`config.mk`:
```
export PLATFORM = sky130hd
export DESIGN_NAME = btb_top
export DESIGN_NICKNAME = d
export VERILOG_FILES = /design/src/rtl/btb_pkg.sv /design/src/rtl/btb_slot_sel.sv /design/src/rtl/btb_table.sv /design/src/rtl/btb_next_pc.sv /design/src/rtl/btb_top.sv
export SDC_FILE = /design/constraint.sdc
export NUM_CORES = 2
export LEC_CHECK = 0
export ABC_CLOCK_PERIOD_IN_PS = 13600
export BUFFER_PORTS_ARGS = -buffer_cell sky130_fd_sc_hd__buf_4
export CAP_MARGIN = 20
export CORE_MARGIN = 3
export CORE_UTILIZATION = 30
export CTS_CLUSTER_SIZE = 14
export DETAILED_ROUTE_END_ITERATION = 12
export GPL_TIMING_DRIVEN = 0
export PLACE_DENSITY_LB_ADDON = 0.1
export RECOVER_POWER = 100
export SLEW_MARGIN = 15
export SYNTH_ARGS = -nofsm -noshare
export SYNTH_HDL_FRONTEND = slang
export SYNTH_SLANG_ARGS = --single-unit
```
`constraint.sdc`:
```
create_clock -name clk -period 13.6 [get_ports clk]
set_input_delay 0.68 -clock clk [delete_from_list [all_inputs] [get_ports clk]]
set_output_delay 0.68 -clock clk [all_outputs]
set_load 0.03 [all_outputs]
```
`src/rtl/btb_pkg.sv`:
```
package btb_pkg;
  // Default geometry of the buffer.
  localparam int unsigned BTB_ADDR_W = 64;  // address width
  localparam int unsigned BTB_IDX_W  = 4;   // slot index width
  localparam int unsigned BTB_ALIGN  = 2;   // instruction alignment, log2 bytes

  localparam int unsigned BTB_DEPTH = 1 << BTB_IDX_W;

  typedef logic [BTB_ADDR_W-1:0] btb_addr_t;
  typedef logic [BTB_IDX_W-1:0]  btb_idx_t;
endpackage

```
`src/rtl/btb_slot_sel.sv`:
```
// Maps a PC to a buffer slot: drop the alignment bits, keep the low index bits.
module btb_slot_sel #(
  parameter int unsigned ADDR_W = 64,
  parameter int unsigned IDX_W  = 4,
  parameter int unsigned ALIGN  = 2
) (
  input  logic [ADDR_W-1:0] pc,
  output logic [IDX_W-1:0]  slot
);
  logic [ADDR_W-1:0] word_addr;

  always_comb begin
    word_addr = pc >> ALIGN;
    slot      = word_addr[IDX_W-1:0];
  end
endmodule

```
`src/rtl/btb_table.sv`:
```
// Storage array: one synchronous write port, one combinational read port.
// The read returns the contents held before any write in the same cycle.
module btb_table #(
  parameter int unsigned ADDR_W = 64,
  parameter int unsigned IDX_W  = 4
) (
  input  logic              clk,
  input  logic              rst_n,
  input  logic [IDX_W-1:0]  rd_slot,
  output logic [ADDR_W-1:0] rd_data,
  input  logic              wr_en,
  input  logic [IDX_W-1:0]  wr_slot,
  input  logic [ADDR_W-1:0] wr_data
);
  localparam int unsigned DEPTH = 1 << IDX_W;

  logic [ADDR_W-1:0] store [DEPTH];
  logic [DEPTH-1:0]  wr_hit;

  // One-hot write select, one bit per slot.
  for (genvar g = 0; g < DEPTH; g++) begin : g_dec
    assign wr_hit[g] = wr_en && (wr_slot == IDX_W'(g));
  end

  always_ff @(posedge clk) begin
    for (int i = 0; i < DEPTH; i++) begin
      if (!rst_n) begin
        store[i] <= '0;
      end else if (wr_hit[i]) begin
        store[i] <= wr_data;
      end
    end
  end

  assign rd_data = store[rd_slot];
endmodule

```
`src/rtl/btb_next_pc.sv`:
```
// Next-fetch-address select: buffer target when predicted taken, else sequential.
module btb_next_pc #(
  parameter int unsigned ADDR_W = 64,
  parameter int unsigned ALIGN  = 2
) (
  input  logic [ADDR_W-1:0] pc,
  input  logic              pred_taken,
  input  logic [ADDR_W-1:0] target,
  output logic [ADDR_W-1:0] next_pc,
  output logic              from_btb
);
  localparam logic [ADDR_W-1:0] STEP = ADDR_W'(1) << ALIGN;

  always_comb begin
    if (pred_taken) begin
      next_pc  = target;
      from_btb = 1'b1;
    end else begin
      next_pc  = pc + STEP;
      from_btb = 1'b0;
    end
  end
endmodule

```
`src/rtl/btb_top.sv`:
```
module btb_top #(
  parameter int unsigned ADDR_W = btb_pkg::BTB_ADDR_W,
  parameter int unsigned IDX_W  = btb_pkg::BTB_IDX_W,
  parameter int unsigned ALIGN  = btb_pkg::BTB_ALIGN
) (
  input  logic              clk,
  input  logic              rst_n,
  input  logic [ADDR_W-1:0] fe_pc,
  input  logic              fe_pred_taken,
  output logic [ADDR_W-1:0] fe_next_pc,
  output logic              fe_from_btb,
  input  logic              cm_valid,
  input  logic [ADDR_W-1:0] cm_pc,
  input  logic              cm_taken,
  input  logic [ADDR_W-1:0] cm_target
);
  logic [IDX_W-1:0]  fe_slot;
  logic [IDX_W-1:0]  cm_slot;
  logic [ADDR_W-1:0] fe_target;
  logic              cm_write;

  // Only branches that really went taken leave a target behind.
  assign cm_write = cm_valid && cm_taken;

  btb_slot_sel #(.ADDR_W(ADDR_W), .IDX_W(IDX_W), .ALIGN(ALIGN)) u_fe_sel (
    .pc   (fe_pc),
    .slot (fe_slot)
  );

  btb_slot_sel #(.ADDR_W(ADDR_W), .IDX_W(IDX_W), .ALIGN(ALIGN)) u_cm_sel (
    .pc   (cm_pc),
    .slot (cm_slot)
  );

  btb_table #(.ADDR_W(ADDR_W), .IDX_W(IDX_W)) u_table (
    .clk     (clk),
    .rst_n   (rst_n),
    .rd_slot (fe_slot),
    .rd_data (fe_target),
    .wr_en   (cm_write),
    .wr_slot (cm_slot),
    .wr_data (cm_target)
  );

  btb_next_pc #(.ADDR_W(ADDR_W), .ALIGN(ALIGN)) u_mux (
    .pc         (fe_pc),
    .pred_taken (fe_pred_taken),
    .target     (fe_target),
    .next_pc    (fe_next_pc),
    .from_btb   (fe_from_btb)
  );
endmodule

```
Word-level counts from Yosys, hierarchy flattened:

Memory sizes are Yosys's and may differ from the RTL's.
Index checks and enable logic that the tools add are counted.

* bits in registers: 0
* bits in writable memories: 1024
* input port bits: 197
* output and inout bits: 65
* memories: 1

Memory list
* u_table.store: depth 16, bits a word 64, rd ports 1, clocked after Yosys merged registers in 0, write ports 16, RTL line btb_table.sv:17 `logic [ADDR_W-1:0] store [DEPTH];`

* $add $sub $neg: 1
* eq/ne operators: 15
* multiplexer cells: 67
* bitwise gates (word level): 16
* reductions and logical operators: 18

Operators by type and width (count)
* $mux 64: 17
* $add 64x3->64 const B: 1
* $mux 1: 50
* $eq 4x4->1 const B: 8
* $logic_and 1x1->1: 17
* $eq 4x3->1 const B: 4
* $or 1x1->1: 16
* $eq 4x2->1 const B: 2
* $eq 4x1->1 const B: 1
* $logic_not 4->1: 1

Logic depth before layout (Yosys ltp):

* depth after elaboration: 6
* mapped depth: 9
* depth with buffers taken out: 6

Hierarchy:

A second synthesis with hierarchy kept.

* cell total of the unflattened synthesis: 3168
* area, all modules: 47845.9 um^2

By module, submodules not included
* btb_table: times used 1, cells an instance 2791, area an instance 45702.6 um^2, sequential area each 30749.5 um^2
* btb_next_pc: times used 1, cells an instance 368, area an instance 2077.0 um^2, sequential area each 0.0 um^2
* btb_slot_sel: times used 2, cells an instance 4, area an instance 30.0 um^2, sequential area each 0.0 um^2
* btb_top: times used 1, cells an instance 1, area an instance 6.3 um^2, sequential area each 0.0 um^2

Worst setup path before layout:

No wires, ideal clock.

* path type: input-to-reg
* start: input port cm_pc[3]
* end: memory u_table.store[0][0] (enable)
* data arrival time: 5.652 ns
* required time: 13.026 ns
* path slack: 7.374 ns
* cell stages on the path: 3
* path through: or2_2 > clkbuf_1 > o21ai_0

RTL lines
* start, declared: RTL line btb_top.sv:13 `input logic [ADDR_W-1:0] cm_pc,`
* end, declared: RTL line btb_table.sv:17

Worst setup path in the final report:

* start: input port fe_pc[6]
* end: output port fe_next_pc[60]

* word-level cells in the longest chain between the ends: 2

Ends and longest elaborated chain
* start, declared: RTL line btb_top.sv:8 `input logic [ADDR_W-1:0] fe_pc,`
* $add 64x3->64: RTL line btb_next_pc.sv:19 `next_pc = pc + STEP;`
* $mux 64: RTL line btb_next_pc.sv:15 `if (pred_taken) begin`
* end, declared: RTL line btb_top.sv:10 `output logic [ADDR_W-1:0] fe_next_pc,`

No other way between the ends.

==> impl_metrics.tcl <==
set metrics [dict create \
    track_usage_pct 24.1 \
    layout_common_cells "1024 x edfxtp_1, 542 x and2_1, 486 x and2_0" \
    maxSlewHeadroom_pct -131 \
    cts_hold_buf 0 \
    wire_per_inst_um 34.7 \
    first_global_vias 29700 \
    fin_area_um2 55700 \
    die_y_um 405 \
    status "finished with violations" \
    max_freq_mhz 146 \
    fin_nets 3746 \
    gp_congestion 0.821 \
    async_flop_share_pct 0 \
    wl_met3_um 14300 \
    failed_checks "capacitance limit, slew limit" \
    syn-num-nets 3325 \
    grt_pass1_wl_um 267000 \
    initial_core_util_pct 30.4 \
    crit_path_end_kind "output port" \
    critical_path_class "input pin to output port" \
    final_util_pct 35.4 \
    drt_first_pass_iters 5 \
    core_um2 157000 \
    dpl_cell_area_um2 54300 \
    cts_resized 0 \
    die_w_um 405 \
    cts_root_buf "clkbuf_16" \
    p_leak_nw 18.4 \
    area_growth_pct 16.8 \
    synth_edf_count 1024 \
    crit_required_ns 12.92 \
    m1WireLength_um 90400 \
    setup_viol 0 \
    worst_pin_slew_ns 3.43 \
    cts_num_sinks 1024 \
    clk_pin_slew_ns 0.06 \
    via_count 29900 \
    grt_max_degree 17 \
    synth_ff_type "edfxtp_1" \
    hold_violations 0 \
    detail-route-antenna-nets 0 \
    worst_setup_path_start_kind "input pin" \
    totalWireLength_um 198000 \
    drt_iter0_drc 3676 \
    vias_per_cell 5.23 \
    hold_path.class "input pin to flop" \
    postSynthAreaPerCell_um2 15.3 \
    h-tree-depth 3 \
    cts_made_buffers 118 \
    slew_viol_final 272 \
    synth_cell_types 55 \
    cts_buffer_depth 3 \
    io_pins 262 \
    drive_above_1_share_pct 17.6 \
    place.port_buffers 199 \
    cts_tree "yes" \
    rows 145 \
    cp_max_fo 9 \
    largest-register "u_table.store" \
    vdd_drop_max_mv 0.103 \
    fin_crit_ns 6.87 \
    yosysWarnings 0 \
    ys_seq_area_share_pct 64.5 \
    pwr_density_cell_nw_per_um2 135 \
    rsz0062_at_grt "false" \
    syn_area_um2 47700 \
    grt-ovfl-total 0 \
    dr_wl_met2_um 89400 \
    antenna_found_initial 28 \
    cp.arrival_ns 6.19 \
    finalCritPeriodShare_pct 50.5 \
    dr.max_layer_used "met5" \
    dp_hpwl_um 142000 \
    largest_register_ffs 1024 \
    whs_path_depth 2 \
    top_regs "u_table.store (1024)" \
    synth-seq-cells 1024 \
    post-route-drc-count 0 \
    final_common_cell "edfxtp_1" \
    synthCells 3127 \
    maxCapViolations 28 \
    die_area_um2 164000 \
    postCtsSetupBuffers 0 \
]
## through the flow
stage          total power [mW]  TNS (ns)  setup WS [ns]  hold WS [ns]  std cells
2_1_floorplan              4.14         0           7.37         0.878       3127
3_3_place_gp               4.58   -655.33          -1.68          1.01       5384
3_5_place_dp               4.59         0           7.89          1.02       5484
4_1_cts                    7.63         0           7.88         0.208       5699
5_1_grt                    7.70         0           6.63         0.244       5703
6_report                   7.49         0           6.73         0.269       5717
## cells in the mapped netlist, types with 8 or more instances
master    count  area (um2)
mux4_2      260        5860
o22a_1       11        96.3
a21oi_1      35         175
inv_1        11        41.3
edfxtp_1   1024       30700
xor2_1       15         131
xnor2_1      27         236
mux2i_1      47         470
buf_2        30         150
a221oi_1      8        70.1
nand3_1      25         125
nor4_1       20         125
nand4_1      24         150
nor3_1       24         120
and3_1       27         169
o21ai_0      41         205
buf_1        13        48.8
nor2b_1       9        56.3
a211oi_1     10        75.1
o22ai_1      16         100
and2_1     1028        6430
and4_1       10        87.6
nor2_1       39         146
clkbuf_1    219         822
nand2_1      46         173
a22oi_1      37         278
## power breakdown
| part | switching (mW) | internal, mW |
|---|---|---|
| clock network | 1.36 | 1.69 |
| registers | 0.0437 | 3.65 |
| logic | 0.506 | 0.241 |
## worst paths after layout
path,start,endpoint,slack (ns)
setup / recovery,fe_pc[6],fe_next_pc[60],6.73
hold / removal,cm_target[18],u_table.store[8][18]$_SDFFCE_PN0P_,0.27
## final cells by class
cell class / count / area [um2]
clock inverters: 67 / 492
plain buffers: 268 / 1090
repair buffers: 301 / 1780
diodes: 16 / 40.0
clock buffers: 148 / 3090
flip-flops and latches: 1024 / 30700
multi-input cells: 1824 / 15800
fillers: 15300 / 101000
well taps: 2058 / 2570
inverters: 11 / 41.3
## critical path, cell delays in order
cell and delay, ns:
buf_4 0.11, nand4_1 0.58, or4_1 0.71, buf_4 0.21
nor4_1 2.67, nor3_1 0.06, a211oi_1 0.76, clkbuf_1 0.38
## cell families (layout without fill, tap and decap cells)
| kind of cell | after synthesis | in the layout | synth area share [%] |
|---|---|---|---|
| buffers and inverters | 279 | 795 | 2.32 |
| multiplexers | 312 | 312 | 13.4 |
| AO/OA/AOI/OAI | 189 | 189 | 2.63 |
| other | 0 | 16 | 0 |
| adder cells (fa/ha/maj) | 1 | 1 | 0.0262 |
| flip-flops | 1024 | 1024 | 64.5 |
| XOR/XNOR | 42 | 42 | 0.771 |
| AND/OR/NAND/NOR | 1280 | 1280 | 16.4 |
## layer usage
metal / up-vias / track usage, %
li1: 12600 / -
met1: 15900 / 35.3
met2: 1238 / 37.3
met3: 201 / 4.27
met4: 2 / 5.44
met5: - / 0
Note: power is estimated with default switching activity, not from simulation.
